File: config.mk
export PLATFORM = sky130hd
export DESIGN_NAME = ddr2_odt_gen
export DESIGN_NICKNAME = d
export VERILOG_FILES = /design/src/rtl/ddr2_odt_pkg.sv /design/src/rtl/odt_cfg_check.sv /design/src/rtl/odt_window.sv /design/src/rtl/rd2wr_timer.sv /design/src/rtl/ddr2_odt_gen.sv
export SDC_FILE = /design/constraint.sdc
export NUM_CORES = 1
export LEC_CHECK = 0
export CAP_MARGIN = 10
export CORE_MARGIN = 2
export CORE_UTILIZATION = 45
export CTS_BUF_LIST = sky130_fd_sc_hd__clkbuf_8
export DETAILED_ROUTE_END_ITERATION = 12
export DONT_BUFFER_PORTS = 1
export SLEW_MARGIN = 10
export SYNTH_ARGS = -nofsm -noshare
export SYNTH_HDL_FRONTEND = slang
export SYNTH_SLANG_ARGS = --single-unit
File: constraint.sdc
create_clock -name clk -period 2.7 [get_ports clk]
set_clock_uncertainty 0.15 [all_clocks]
set_input_delay 0.135 -clock clk [delete_from_list [all_inputs] [get_ports clk]]
set_output_delay 0.135 -clock clk [all_outputs]
set_load 0.01 [all_outputs]
File: src/rtl/ddr2_odt_pkg.sv
package ddr2_odt_pkg;
  // Command kind carried on cmd_is_write
  typedef enum logic {
    CMD_RD = 1'b0,
    CMD_WR = 1'b1
  } cmd_kind_e;

  // Minimum CAS latency per mode
  localparam int NORM_MIN_CL  = 4;
  localparam int EARLY_MIN_CL = 5;

  // ODT rise offset from a write = WL - tAOND = (CL - 1) - 2
  localparam int RISE_OFS     = 3;

  // Window lengths in clocks: a 4-beat burst plus turn-off margin
  localparam int NORM_LEN     = 4;
  localparam int EARLY_LEN    = NORM_LEN + 2;
endpackage

File: src/rtl/odt_cfg_check.sv
module odt_cfg_check
  import ddr2_odt_pkg::*;
#(
  parameter int CL_W = 4
) (
  input  logic            clk,
  input  logic            rst,
  input  logic [CL_W-1:0] cas_lat,
  input  logic            early_en,
  output logic            cfg_bad,
  output logic            cfg_err
);
  localparam logic [CL_W-1:0] MIN_N = CL_W'(NORM_MIN_CL);
  localparam logic [CL_W-1:0] MIN_E = CL_W'(EARLY_MIN_CL);

  always_comb begin
    if (early_en) cfg_bad = (cas_lat < MIN_E);
    else          cfg_bad = (cas_lat < MIN_N);
  end

  always_ff @(posedge clk) begin
    if (rst) cfg_err <= 1'b0;
    else     cfg_err <= cfg_bad;
  end
endmodule

File: src/rtl/odt_window.sv
module odt_window
  import ddr2_odt_pkg::*;
#(
  parameter int CL_W = 4
) (
  input  logic            clk,
  input  logic            rst,
  input  logic            wr_fire,
  input  logic [CL_W-1:0] cas_lat,
  input  logic            early_en,
  input  logic            cfg_bad,
  output logic            odt
);
  localparam int HD = 2 ** CL_W;   // history depth covers CL + 1
  localparam int OW = CL_W + 1;

  logic [HD-1:0] hist;   // hist[i]: write sampled i+1 edges before now
  logic [HD-1:0] mask;
  logic [OW-1:0] lo, hi;
  logic          wr_hit;

  always_comb begin
    lo = {1'b0, cas_lat} - OW'(RISE_OFS) - OW'(early_en);
    if (early_en) hi = lo + OW'(EARLY_LEN - 1);
    else          hi = lo + OW'(NORM_LEN - 1);
  end

  genvar i;
  generate
    for (i = 0; i < HD; i++) begin : g_mask
      assign mask[i] = (OW'(i + 1) >= lo) && (OW'(i + 1) <= hi);
    end
  endgenerate

  // Overlapping windows merge through the OR reduction
  assign wr_hit = |(hist & mask);

  always_ff @(posedge clk) begin
    if (rst) begin
      hist <= '0;
      odt  <= 1'b0;
    end else begin
      hist <= {hist[HD-2:0], wr_fire};
      odt  <= wr_hit && !cfg_bad;
    end
  end

  // with no write in the history, ODT cannot be driven high
  assert_quiet_without_write_R9: assert property (
    @(posedge clk) disable iff (rst) (hist == '0) |=> !odt);
endmodule

File: src/rtl/rd2wr_timer.sv
module rd2wr_timer #(
  parameter int GAP_W = 4
) (
  input  logic             clk,
  input  logic             rst,
  input  logic             rd_fire,
  input  logic [GAP_W-1:0] gap,
  input  logic             early_en,
  output logic             wr_permit
);
  localparam int CW = GAP_W + 1;

  logic [CW-1:0] cnt, cnt_nx, gap_eff;

  always_comb begin
    gap_eff = {1'b0, gap} + CW'(early_en);
    if (rd_fire)        cnt_nx = gap_eff;
    else if (cnt != '0) cnt_nx = cnt - CW'(1);
    else                cnt_nx = '0;
  end

  always_ff @(posedge clk) begin
    if (rst) begin
      cnt       <= '0;
      wr_permit <= 1'b1;
    end else begin
      cnt       <= cnt_nx;
      wr_permit <= (cnt_nx == '0);
    end
  end

  assert_permit_drops_R7: assert property (
    @(posedge clk) disable iff (rst)
    (rd_fire && gap_eff != '0) |=> !wr_permit);

  assert_count_steps_R10: assert property (
    @(posedge clk) disable iff (rst)
    (!rd_fire && cnt != '0) |=> (cnt == $past(cnt) - CW'(1)));
endmodule

File: src/rtl/ddr2_odt_gen.sv
module ddr2_odt_gen
  import ddr2_odt_pkg::*;
#(
  parameter int CL_W  = 4,
  parameter int GAP_W = 4
) (
  input  logic             clk,
  input  logic             rst,
  input  logic             cmd_valid,
  input  logic             cmd_is_write,
  input  logic [CL_W-1:0]  cas_lat,
  input  logic             early_en,
  input  logic [GAP_W-1:0] rd2wr_gap,
  output logic             odt,
  output logic             cfg_err,
  output logic             wr_permit
);
  cmd_kind_e kind;
  logic      wr_fire, rd_fire, cfg_bad;

  assign kind    = cmd_kind_e'(cmd_is_write);
  assign wr_fire = cmd_valid && (kind == CMD_WR);
  assign rd_fire = cmd_valid && (kind == CMD_RD);

  odt_cfg_check #(.CL_W(CL_W)) u_cfg (
    .clk     (clk),
    .rst     (rst),
    .cas_lat (cas_lat),
    .early_en(early_en),
    .cfg_bad (cfg_bad),
    .cfg_err (cfg_err)
  );

  odt_window #(.CL_W(CL_W)) u_win (
    .clk     (clk),
    .rst     (rst),
    .wr_fire (wr_fire),
    .cas_lat (cas_lat),
    .early_en(early_en),
    .cfg_bad (cfg_bad),
    .odt     (odt)
  );

  rd2wr_timer #(.GAP_W(GAP_W)) u_tmr (
    .clk      (clk),
    .rst      (rst),
    .rd_fire  (rd_fire),
    .gap      (rd2wr_gap),
    .early_en (early_en),
    .wr_permit(wr_permit)
  );

  // an illegal setting never coexists with termination on
  assert_err_blocks_odt_R2: assert property (
    @(posedge clk) disable iff (rst) cfg_err |-> !odt);
endmodule

== After elaboration in Yosys (flattened, before gate mapping) ==
Index checks and enable logic that the tools add are counted.

* Register bits: 24
* Logic and storage cells: 74
* Memory bits (writable): 0
* Input bits: 13
* Memories kept: 0
* Latch bits: 0
* Output and inout port bits: 3
* Bits in read-only memories: 0

* Reduce and logical (&&, ||, !) cells: 23
* Equal/unequal tests: 0
* $mul: 0
* Bitwise logic cells: 2
* Shift operators: 0
* Div/mod/pow operators: 0
* $lt $le $gt $ge: 34
* Mux-type cells: 4
* Add/sub/neg operators: 6

{| class="wikitable"
|+ Operators by type and width
! cell !! count
|-
| 4-bit by 5-bit greater-or-equal comparator with 1-bit output, first input constant || 8
|-
| 4-bit by 5-bit less-or-equal comparator with 1-bit output, first input constant || 8
|-
| 3-bit by 5-bit greater-or-equal comparator with 1-bit output, first input constant || 4
|-
| 3-bit by 5-bit less-or-equal comparator with 1-bit output, first input constant || 4
|-
| 1-bit logical AND || 19
|-
| 16-bit AND || 1
|-
| 16-bit OR reduction || 1
|-
| 5-bit 2-to-1 mux || 3
|-
| 2-bit by 5-bit greater-or-equal comparator with 1-bit output, first input constant || 2
|-
| 2-bit by 5-bit less-or-equal comparator with 1-bit output, first input constant || 2
|-
| 4-bit by 3-bit < comparator with 1-bit output, second input constant || 2
|-
| 4-bit by 1-bit adder with 5-bit output || 1
|-
| 5-bit by 2-bit adder with 5-bit output, second input constant || 1
|-
| 5-bit by 3-bit adder with 5-bit output, second input constant || 1
|-
| 1-bit by 5-bit greater-or-equal comparator with 1-bit output, first input constant || 1
|-
| 5-bit greater-or-equal comparator, first input constant || 1
|-
| 1-bit by 5-bit less-or-equal comparator with 1-bit output, first input constant || 1
|-
| 5-bit less-or-equal comparator, first input constant || 1
|-
| 5-bit logical NOT || 1
|-
| 5-bit nonzero test || 1
|-
| 4-bit by 2-bit subtractor with 5-bit output, second input constant || 1
|-
| 5-bit by 1-bit subtractor with 5-bit output || 1
|-
| 5-bit by 1-bit subtractor with 5-bit output, second input constant || 1
|-
| 1-bit logical NOT || 1
|-
| 2 further kinds || 2
|}

== Longest topological paths before layout ==
Gate-level depths: netlist of run 1.

* Depth after elaboration: 9
* Mapped depth: 14
* Gate-level depth less buffers: 12

== Modules after synthesis ==
A second synthesis of run 1 with hierarchy kept.

* Cells, all modules: 198
* Area total of the unflattened synthesis: 1611.5 um^2

{| class="wikitable"
|+ Modules (own cells, without submodules)
! module !! area each (um^2) !! cells each !! sequential area each (um^2) !! instances
|-
| odt_window || 1184.9 || 151 || 340.3 || 1
|-
| rd2wr_timer || 364.1 || 41 || 120.1 || 1
|-
| odt_cfg_check || 46.3 || 4 || 20.0 || 1
|-
| ddr2_odt_gen || 16.3 || 2 || 0.0 || 1
|}

== Worst setup path before layout of run 1 ==
OpenSTA, ideal clock, no wires.

* Path type: input-to-reg
* Start point: in early_en
* End point: reg u_win.odt
* Path buffers: 1
* Library setup time: 0.120 ns
* Stages: 12
* Data required time: 2.430 ns
* Slack: -0.060 ns
* Arrival: 2.490 ns
* Cell sequence: buf_6 inv_1 ha_1 ha_1 ha_1 ha_1 nand2_1 o311a_1 o21ai_2 o311a_1 nand4_1 o31a_1

* Cells in the longest elaborated chain, start to end: 8
* Elaborated cells between the ends (all ways): 57
* Those cells by class: add/sub: 3; order compare: 32; mux: 2; bitwise: 1; reduce/logical: 19

{| class="wikitable"
|+ RTL lines
! what !! RTL line !! source
|-
| start: declaration || ddr2_odt_gen.sv:12 || <nowiki>input logic early_en,</nowiki>
|-
| 5-bit by 1-bit subtractor with 5-bit output || odt_window.sv:23 || <nowiki>lo = {1'b0, cas_lat} - OW'(RISE_OFS) - OW'(early_en);</nowiki>
|-
| 5-bit by 2-bit adder with 5-bit output / 5-bit by 3-bit adder with 5-bit output (equally long branches) || odt_window.sv:25, odt_window.sv:24 ||
|-
| 5-bit 2-to-1 mux || odt_window.sv:24 || <nowiki>if (early_en) hi = lo + OW'(EARLY_LEN - 1);</nowiki>
|-
| 1-bit by 5-bit less-or-equal comparator with 1-bit output (tied with other cells) || odt_window.sv:31 || <nowiki>assign mask[i] = (OW'(i + 1) >= lo) && (OW'(i + 1) <= hi);</nowiki>
|-
| 1-bit logical AND || odt_window.sv:31 ||
|-
| 16-bit AND || odt_window.sv:36 || <nowiki>assign wr_hit = |(hist & mask);</nowiki>
|-
| 16-bit OR reduction || odt_window.sv:36 ||
|-
| 1-bit logical AND (*) || odt_window.sv:44 || <nowiki>odt <= wr_hit && !cfg_bad;</nowiki>
|-
| end signal: assignment || odt_window.sv:44 ||
|-
| end: declaration || odt_window.sv:12 || <nowiki>output logic odt</nowiki>
|}

Every way passes the cells marked *; elsewhere a longest branch is shown, timed or not.
A chain may end at the register's enable or synchronous reset.

== Worst setup path in the final report of run 1 ==
Same ends and word-level chain as after synthesis.

==> impl_metrics.ini, run 1 <==
[finish]
seqCellArea_um2 = 480
num_antenna_cells = 0
multi_input_comb_area_mm2 = 0.00105
flow.area_growth_from_synthesis_pct = 11.7
final_layout_size_suffix_gt1_share_pct = 10.1
nets = 232
layout.cells.non_filler = 254
final.fill_count = 304

[critical_path]
cpPeakStageDelay_ps = 350
cp_cell_sequence = inv_1 > ha_1 > ha_4 > ha_1 > ha_1 > nand2_1 > a32oi_1 > a22oi_1 > o21bai_1 > o311a_1 > nand4_1 > o31a_1
critical_path.max_fanout = 11
r2r_cells = 8
crit_required_ps = 2700
cp_data_arrival_time_ps = 2460
worst_path_most_repeated_cell = ha_1
r2r_start = u_tmr.cnt[0]$_SDFF_PP0_
timing.critical_path.from_type = input port
critical_path_class = in -> reg
timing.reg2reg.setup_slack_ps = 910
critical_path.endpoint_type = register
critical_path_buf_inv_count = 1
cpMaxStageDelayCell = ha_1
critical_path.reg2reg.endpoint = u_tmr.wr_permit$_SDFF_PP1_
critPathTopFamily = adder cells

[clock_network]
ctsLongestPathBuffers = 2
numClockSinks = 24
cts_post_setup_buffers_inserted = 0
cts_tree = done
cts_buffers = 3
hold_buffers = 6
post_cts_resize_count = 0
cts.reportedPaths.clkPinSlew_ps = 90
cts_root_buffer = clkbuf_8
ctsHtreeMaxLevel = 1
worst_skew_pair.late_latency_ps = 270

[sta]
final_hold_viol_count = 1
final.min_clock_period_ps = 2450
setup-violations-final = 0
hold-worst-slack_ps = -0.985
grt_setup_unrepaired = false
worst_pin_slew_ps = 790
fmaxAchievable_mhz = 408
timing.final.max_slew_violations = 0
relSlewSlack_pct = 47.1
setup_total_negative_slack_ps = 0
fin_crit_sh_pct = 90.8
postLayoutSetupSlackWorst_ps = 248

[pwr]
p_per_area_mw_per_mm2 = 571
ir_drop_mv = 0.352
design_power_total_w = 0.00103
p_leak_nw = 0.703

[placed_design]
place_ws_ps = 19.9
numPlacedInstances = 244
post-dp-hpwl_um = 2920
io_buffers = 0
gpl_congestion = 1.03

[synthesis]
synth.cell_area_mm2 = 0.00162
synth_enable_flop_cells = 0
synth_cells = 201
syn-mean-instance-area_um2 = 8.05
synth-async-reset-ratio_pct = 0
synth.ff_latch_count = 24
synthesis.nets = 224
synth_flop_cell = dfxtp_1
netlist_cell_types = 51
synth.area.top_cells = dfxtp_1 (30%), ha_1 (7.7%), nor2b_1 (7.0%)
syn_warnings = 0
synth_area_leader_cell = dfxtp_1
synth-seq-area-share_pct = 29.7
synthDominantCellAreaShare_pct = 29.7

[route]
drtPass1Iterations = 4
totalWireLength_um = 3850
drcViolationCount = 0
final_antenna_net_count = 0
avgRoutedWirePerCell_um = 15.2
via_per_inst = 5.91
vias = 1500
drc_marker_count_from_the_first_detailed_route_iteration = 99

[run_status]
failed_checks = hold timing
outcome = finished, violations left

[die]
core_mm2 = 0.00339
initial_cell_density_of_the_core_pct = 47.8
die_h_um = 64.0
floorplan.io_pins = 16
fp.dieW_um = 64.0
rows = 21
die-area_mm2 = 0.00409

[min_path]
hold_class = in -> reg
timing.hold.worst.start = early_en
timing.hold.worst_path_depth = 3
worst_hold_path.endpoint = u_tmr.cnt[0]$_SDFF_PP0_

[global_routing]
gr-usage-all-layers_pct = 20.8
grt_max_degree = 25
grt_remaining_overflow = 0
first_global_vias = 1485
grt_first_pass_wirelength_um = 6720
grt_antenna_before_repair = 0

[job]
max-cap-violations = 0
layout make-up:
cell class | count | share of cell area (%)
Clock inverter | 1 | 1.66
Timing Repair Buffer | 13 | 6.23
Tap cell | 46 | 3.18
Inverter | 9 | 1.87
Clock buffer | 3 | 2.28
Sequential cell | 24 | 26.6
Multi-Input combinational cell | 158 | 58.2
where the power goes:
group	switching (W)	total (W)	internal, W
logic	0.000185	0.000318	0.000133
clock network	0.000118	0.000316	0.000198
registers	0.0000191	0.000398	0.000379
cells in the mapped netlist, types with 4 or more instances:
library cell  number
xor2_1             5
nor3_1             7
inv_1              8
xnor2_1            4
dfxtp_1           24
nand3_1            7
a21oi_1           13
o21ai_0           13
nand2b_1           6
nand2_1            6
o22ai_1            4
buf_2              4
nor2_1            21
ha_1              10
nor2b_1           18
per-layer routing:
metal  part of all wire, %  track usage [%]
met5                     0                0
met4                   3.8             8.15
met3                   5.4             3.70
met2                    50             37.5
met1                    41             24.1
metrics by stage:
stage	util (%)	area (um^2)
after floorplan	-	1630
after global placement	49.5	1680
after detailed placement	49.5	1680
after CTS	53.3	1810
after global routing	53.3	1810
final	53.3	1810
registers in the layout (all words and copies together) (netlist names):
name             flops
u_tmr.cnt            5
u_win.hist          16
u_tmr.wr_permit      1
u_win.odt            1
u_cfg.cfg_err        1
cell usage in the layout (no fill, tap or decap), types with 2 or more instances in the layout:
cell and instances:
dfxtp_1 24, nor2_1 21, nor2b_1 18, o21ai_0 13, a21oi_1 13, ha_1 9, inv_1 8, nor3_1 7
nand3_1 7, buf_4 7, nand2_1 6, nand2b_1 6, dlygate4sd3_1 6, xor2_1 5, xnor2_1 4, o22ai_1 4
and3_1 3, o211ai_1 3, clkbuf_8 3, a31oi_1 2, and2_1 2, or3_1 2, o311a_1 2, a22oi_1 2
a211oi_1 2, o31ai_1 2
tightest hold or removal path: cells and delay by family:
kind,cells,cell delay [ps]
AO/OA/AOI/OAI,1,70
AND/OR/NAND/NOR,1,70
adder cells (fa/ha/maj),1,120
cell families (layout without fill, tap and decap cells):
group / after synthesis / after routing / synth area share (%)
compound gates: 60 / 60 / 24.9
mux: 1 / 1 / 0.618
simple gates: 77 / 77 / 25.1
buf+inv: 19 / 26 / 6.10
xor+xnor: 10 / 10 / 5.87
flops: 24 / 24 / 29.7
fa+ha+maj: 10 / 10 / 7.73
worst max-delay path by stage:
stage,cells after the start,slack [ps],start,to
after global placement,12,90,early_en,u_win.odt$_SDFF_PP0_
after floorplan,12,40,early_en,u_win.odt$_SDFF_PP0_
after detailed placement,12,20,early_en,u_win.odt$_SDFF_PP0_
after global routing,12,120,early_en,u_win.odt$_SDFF_PP0_
after CTS,12,300,early_en,u_win.odt$_SDFF_PP0_
final,12,250,early_en,u_win.odt$_SDFF_PP0_
Power figures use the tool's default switching activity.
==> run 2: changes to the inputs <==
REMOVE_ABC_BUFFERS = 1   (was unset)
==> impl_metrics.ini, run 2 (same netlist as run 1, synthesis figures left out) <==
[finish]
biggestRegsByFlops = u_win.hist x16, u_tmr.cnt x5
flow.area_growth_from_synthesis_pct = 12.1
layout.cells.non_filler = 256
layout_common_cells = dfxtp_1 (24), nor2_1 (21), nor2b_1 (18), o21ai_0 (13), a21oi_1 (13)
seqCellArea_um2 = 480
largest-register = u_win.hist
num_antenna_cells = 0
final_layout_size_suffix_gt1_share_pct = 11.4
multi_input_comb_area_mm2 = 0.00105
nets = 234
largest_register_ffs = 16
commonest_non_fill_non_tap_cell_in_the_layout = dfxtp_1
final.fill_count = 328

[global_routing]
grt_max_degree = 25
gr-usage-all-layers_pct = 22.2
grt_antenna_before_repair = 0
first_global_vias = 1521
grt_remaining_overflow = 0
grt_first_pass_wirelength_um = 7140

[placed_design]
post-dp-hpwl_um = 3160
io_buffers = 0
numPlacedInstances = 247
gpl_congestion = 0.994

[sta]
grt_setup_unrepaired = false
fin_crit_sh_pct = 91.6
fmaxAchievable_mhz = 404
final.min_clock_period_ps = 2470
hold-worst-slack_ps = 20.4
worst_pin_slew_ps = 821
setup-violations-final = 0
final_hold_viol_count = 0
timing.final.max_slew_violations = 0
relSlewSlack_pct = 45.1

[clock_network]
cts_buffers = 3
ctsHtreeMaxLevel = 1
cts_root_buffer = clkbuf_8
numClockSinks = 24
cts.reportedPaths.clkPinSlew_ps = 90
cts_tree = done
ctsLongestPathBuffers = 2
cts_post_setup_buffers_inserted = 0
worst_skew_pair.late_latency_ps = 280

[critical_path]
cp_data_arrival_time_ps = 2540
worst_path_most_repeated_cell = ha_1
cp_cell_sequence = inv_1 > ha_1 > ha_1 > inv_1 > ha_1 > buf_4 > nor3_1 > nor2_2 > a311oi_1 > a22oi_1 > o22ai_1 > o31a_1
cpPeakStageDelay_ps = 410
critical_path_buf_inv_count = 3
timing.critical_path.from_type = input port
crit_required_ps = 2770
critical_path.endpoint_type = register
cpMaxStageDelayCell = ha_1
critPathTopFamily = compound AO/OA/AOI/OAI gates
critical_path.max_fanout = 11
critical_path_class = in -> reg

[pwr]
p_per_area_mw_per_mm2 = 581
ir_drop_mv = 0.378
p_leak_nw = 0.717

[die]
fp.dieW_um = 64.0
core_mm2 = 0.00339
die_h_um = 64.0
die-area_mm2 = 0.00409
floorplan.io_pins = 16
rows = 21
initial_cell_density_of_the_core_pct = 47.8

[route]
drc_marker_count_from_the_first_detailed_route_iteration = 83
drtPass1Iterations = 4
via_per_inst = 6.02
avgRoutedWirePerCell_um = 16.3
totalWireLength_um = 4170
drcViolationCount = 0
final_antenna_net_count = 0
vias = 1541

[job]
max-cap-violations = 0

[min_path]
hold_class = in -> reg

[run_status]
outcome = complete, no violations
run 2: cell types whose count changed in the layout (fill, tap and decap cells not counted):
| cell | previous run | this run |
|---|---|---|
| dlygate4sd3_1 | 6 | 5 |
| ha_4 | 1 | 0 |
| buf_4 | 7 | 10 |
| a32oi_1 | 1 | 0 |
| a32oi_2 | 0 | 1 |
| ha_1 | 9 | 10 |
run 2: final cells by class:
type,instances,area share (%)
Timing Repair Buffer,15,6.89
Clock buffer,3,2.27
Tap cell,46,3.17
Clock inverter,1,1.65
Inverter,9,1.86
Sequential cell,24,26.5
Multi-Input combinational cell,158,57.7
run 2: worst paths after layout:
kind | endpoint | depth (start not counted) | slack [ps] | startpoint
worst min register to register | u_win.hist[11]$_SDFF_PP0_ | 1 | 320 | u_win.hist[10]$_SDFF_PP0_
worst min-delay path | u_tmr.cnt[1]$_SDFF_PP0_ | 3 | 20 | rd2wr_gap[1]
worst max register to register | u_tmr.wr_permit$_SDFF_PP1_ | 8 | 860 | u_tmr.cnt[0]$_SDFF_PP0_
worst max-delay path | u_win.odt$_SDFF_PP0_ | 12 | 230 | early_en
run 2: repair_timing:
item | in CTS | in global routing
gates resized for setup | 0 | 1
hold buffers | 5 | 0
hold endpoints to repair | 24 | 0
endpoints found under the setup margin | 0 | 1
run 2: where the power goes:
group          switching [W]  internal, W  total, W
registers          0.0000189     0.000379  0.000398
clock network       0.000121     0.000199  0.000320
logic               0.000201     0.000136  0.000337
run 2: through the flow:
stage | power [W] | utilization (%) | TNS (ps) | instance area [um^2] | setup slack (ps)
after floorplan | 0.000633 | - | -68.9 | 1550 | -68.9
after global placement | 0.000714 | 49.8 | 0 | 1690 | 21.0
after detailed placement | 0.000722 | 49.8 | -38.1 | 1690 | -38.1
after CTS | 0.00105 | 53.3 | 0 | 1810 | 254
after global routing | 0.00112 | 53.6 | 0 | 1820 | 8.68
final | 0.00105 | 53.6 | 0 | 1820 | 226
run 2: per-layer routing:
metal	part of all wire [%]	track usage [%]	vias up	wire [um]
li1	-	-	738	-
met1	44	27.9	726	1840
met2	46	36.7	66	1910
met3	7.5	3.70	11	313
met4	2.7	10.3	0	112
met5	0	0	-	0
run 2: worst register-to-register path: cells and delay by family (launching register included):
family / cells / cell delay [ps]
DFF: 1 / 340
buffers and inverters: 1 / 60
AOI/OAI and AO/OA: 3 / 720
adders and majority gates: 1 / 170
and+or+nand+nor: 3 / 340
==> run 3: changes to the inputs <==
CORE_ASPECT_RATIO = 0.6   (was unset)
==> impl_metrics.ini, run 3 (same netlist as run 1, synthesis figures left out) <==
[critical_path]
crit_required_ps = 2720
timing.critical_path.from_type = input port
critical_path.endpoint_type = register
cpPeakStageDelay_ps = 340
r2r_cells = 7
worst_path_most_repeated_cell = ha_1
critical_path_cell_count = 12
critical_path.max_fanout = 11
critPathTopFamily = adder cells
critical_path_class = in -> reg
cp_cell_sequence = inv_1 > ha_1 > ha_1 > ha_1 > ha_1 > nand2_1 > nor2_1 > a21oi_1 > o21ai_2 > o311a_1 > nand4_1 > o31a_1
cpMaxStageDelayCell = ha_1
cp_data_arrival_time_ps = 2550
critical_path_buf_inv_count = 1

[finish]
nets = 238
fin_area_mm2 = 0.00181
num_antenna_cells = 0
seqCellArea_um2 = 480
utilization_pct = 54.0
final.fill_count = 323
layout_common_cells = dfxtp_1 (24), nor2_1 (21), nor2b_1 (18), buf_4 (14)
biggestRegsByFlops = u_win.hist x16, u_tmr.cnt x5
flow.area_growth_from_synthesis_pct = 11.6
final_layout_size_suffix_gt1_share_pct = 12.2
commonest_non_fill_non_tap_cell_in_the_layout = dfxtp_1
multi_input_comb_area_mm2 = 0.00104
largest-register = u_win.hist
largest_register_ffs = 16

[die]
die_h_um = 50.5
fp.dieW_um = 81.4
rows = 16
initial_cell_density_of_the_core_pct = 48.4
die-area_mm2 = 0.00411
floorplan.io_pins = 16
core_mm2 = 0.00334

[min_path]
hold_class = in -> reg
timing.hold.worst_path_depth = 3

[pwr]
ir_drop_mv = 0.321
net-switching-power_w = 0.000350
power.combinational.fraction_pct = 37.3
seq_power_share_pct = 40.6
p_int_w = 0.000627
clock_power_share_pct = 22.1
p_leak_nw = 0.719
p_per_area_mw_per_mm2 = 541
power_switching_share_pct = 35.8

[route]
drc_marker_count_from_the_first_detailed_route_iteration = 184
vias = 1587
drcViolationCount = 0
drtPass1Iterations = 5
avgRoutedWirePerCell_um = 17.8
totalWireLength_um = 4590
final_antenna_net_count = 0
via_per_inst = 6.15

[global_routing]
gr-usage-all-layers_pct = 23.9
first_global_vias = 1424
grt_remaining_overflow = 0
grt_antenna_before_repair = 0
grt_first_pass_wirelength_um = 7250
grt_max_degree = 25

[clock_network]
cts_tree = done
cts_buffers = 3
ctsHtreeMaxLevel = 1
worst_skew_pair.late_latency_ps = 270
cts_root_buffer = clkbuf_8
ctsLongestPathBuffers = 2
cts_post_setup_buffers_inserted = 0
cts.reportedPaths.clkPinSlew_ps = 90
numClockSinks = 24

[sta]
final.min_clock_period_ps = 2530
setup-violations-final = 0
timing.final.max_slew_violations = 0
final_hold_viol_count = 0
relSlewSlack_pct = 43.5
grt_setup_unrepaired = false
fin_crit_sh_pct = 93.8
fmaxAchievable_mhz = 395
worst_pin_slew_ps = 845

[placed_design]
gpl_congestion = 1.08
io_buffers = 0
placement.cell_area_mm2 = 0.00172
post-dp-hpwl_um = 3560

[run_status]
outcome = complete, no violations

[job]
max-cap-violations = 0
run 3: power groups by stage:
stage | Clock [W] | Sequential, W | Combinational, W
3_5_place_dp | 0 | 0.000406 | 0.000338
2_1_floorplan | 0 | 0.000401 | 0.000232
4_1_cts | 0.000218 | 0.000397 | 0.000352
5_1_grt | 0.000233 | 0.000400 | 0.000402
6_report | 0.000216 | 0.000397 | 0.000365
3_3_place_gp | 0 | 0.000404 | 0.000335
run 3: worst reg2reg max path: stages, from the launching register on:
cell,delay (ps)
dfxtp_1,380
inv_1,60
ha_1,220
nand2_1,110
o21ai_0,160
o22a_1,260
and2_1,160
a41o_1,220
run 3: metrics by stage:
stage               setup WS, ps  cells  hold WS, ps  power (W)  TNS (ps)
floorplan                  -68.9    191         56.5   0.000633     -68.9
global placement            40.5    250         59.5   0.000739         0
detailed placement         -57.3    250         60.4   0.000743     -57.3
CTS                          232    258         14.0   0.000967         0
global route                82.0    258         41.8    0.00104         0
finish                       166    258         15.8   0.000977         0
run 3: worst paths after layout:
check	from	endpoint	slack, ps
worst max-delay path	early_en	u_win.odt$_SDFF_PP0_	170
worst min-delay path	rd2wr_gap[1]	u_tmr.cnt[1]$_SDFF_PP0_	20
worst max register to register	u_tmr.cnt[0]$_SDFF_PP0_	u_tmr.wr_permit$_SDFF_PP1_	890
worst min register to register	u_win.hist[10]$_SDFF_PP0_	u_win.hist[11]$_SDFF_PP0_	310
run 3: cell type report:
| type | count | share of cell area, % |
|---|---|---|
| clock buffers | 3 | 2.29 |
| inverters | 9 | 1.87 |
| multi-input cells | 158 | 57.5 |
| repair buffers | 19 | 8.59 |
| well taps | 45 | 3.12 |
| flip-flops and latches | 24 | 26.6 |
run 3: repair_timing:
action                                 4_1_cts  5_1_grt
hold buffers                                 5        0
endpoints found under the hold margin       24        0
gates resized for setup                      0        0
run 3: layer usage:
metal	share of wire, %	track usage [%]
met1	47	35.2
met2	40	32.8
met3	12	9.17
met4	0.46	4.24
met5	0	0
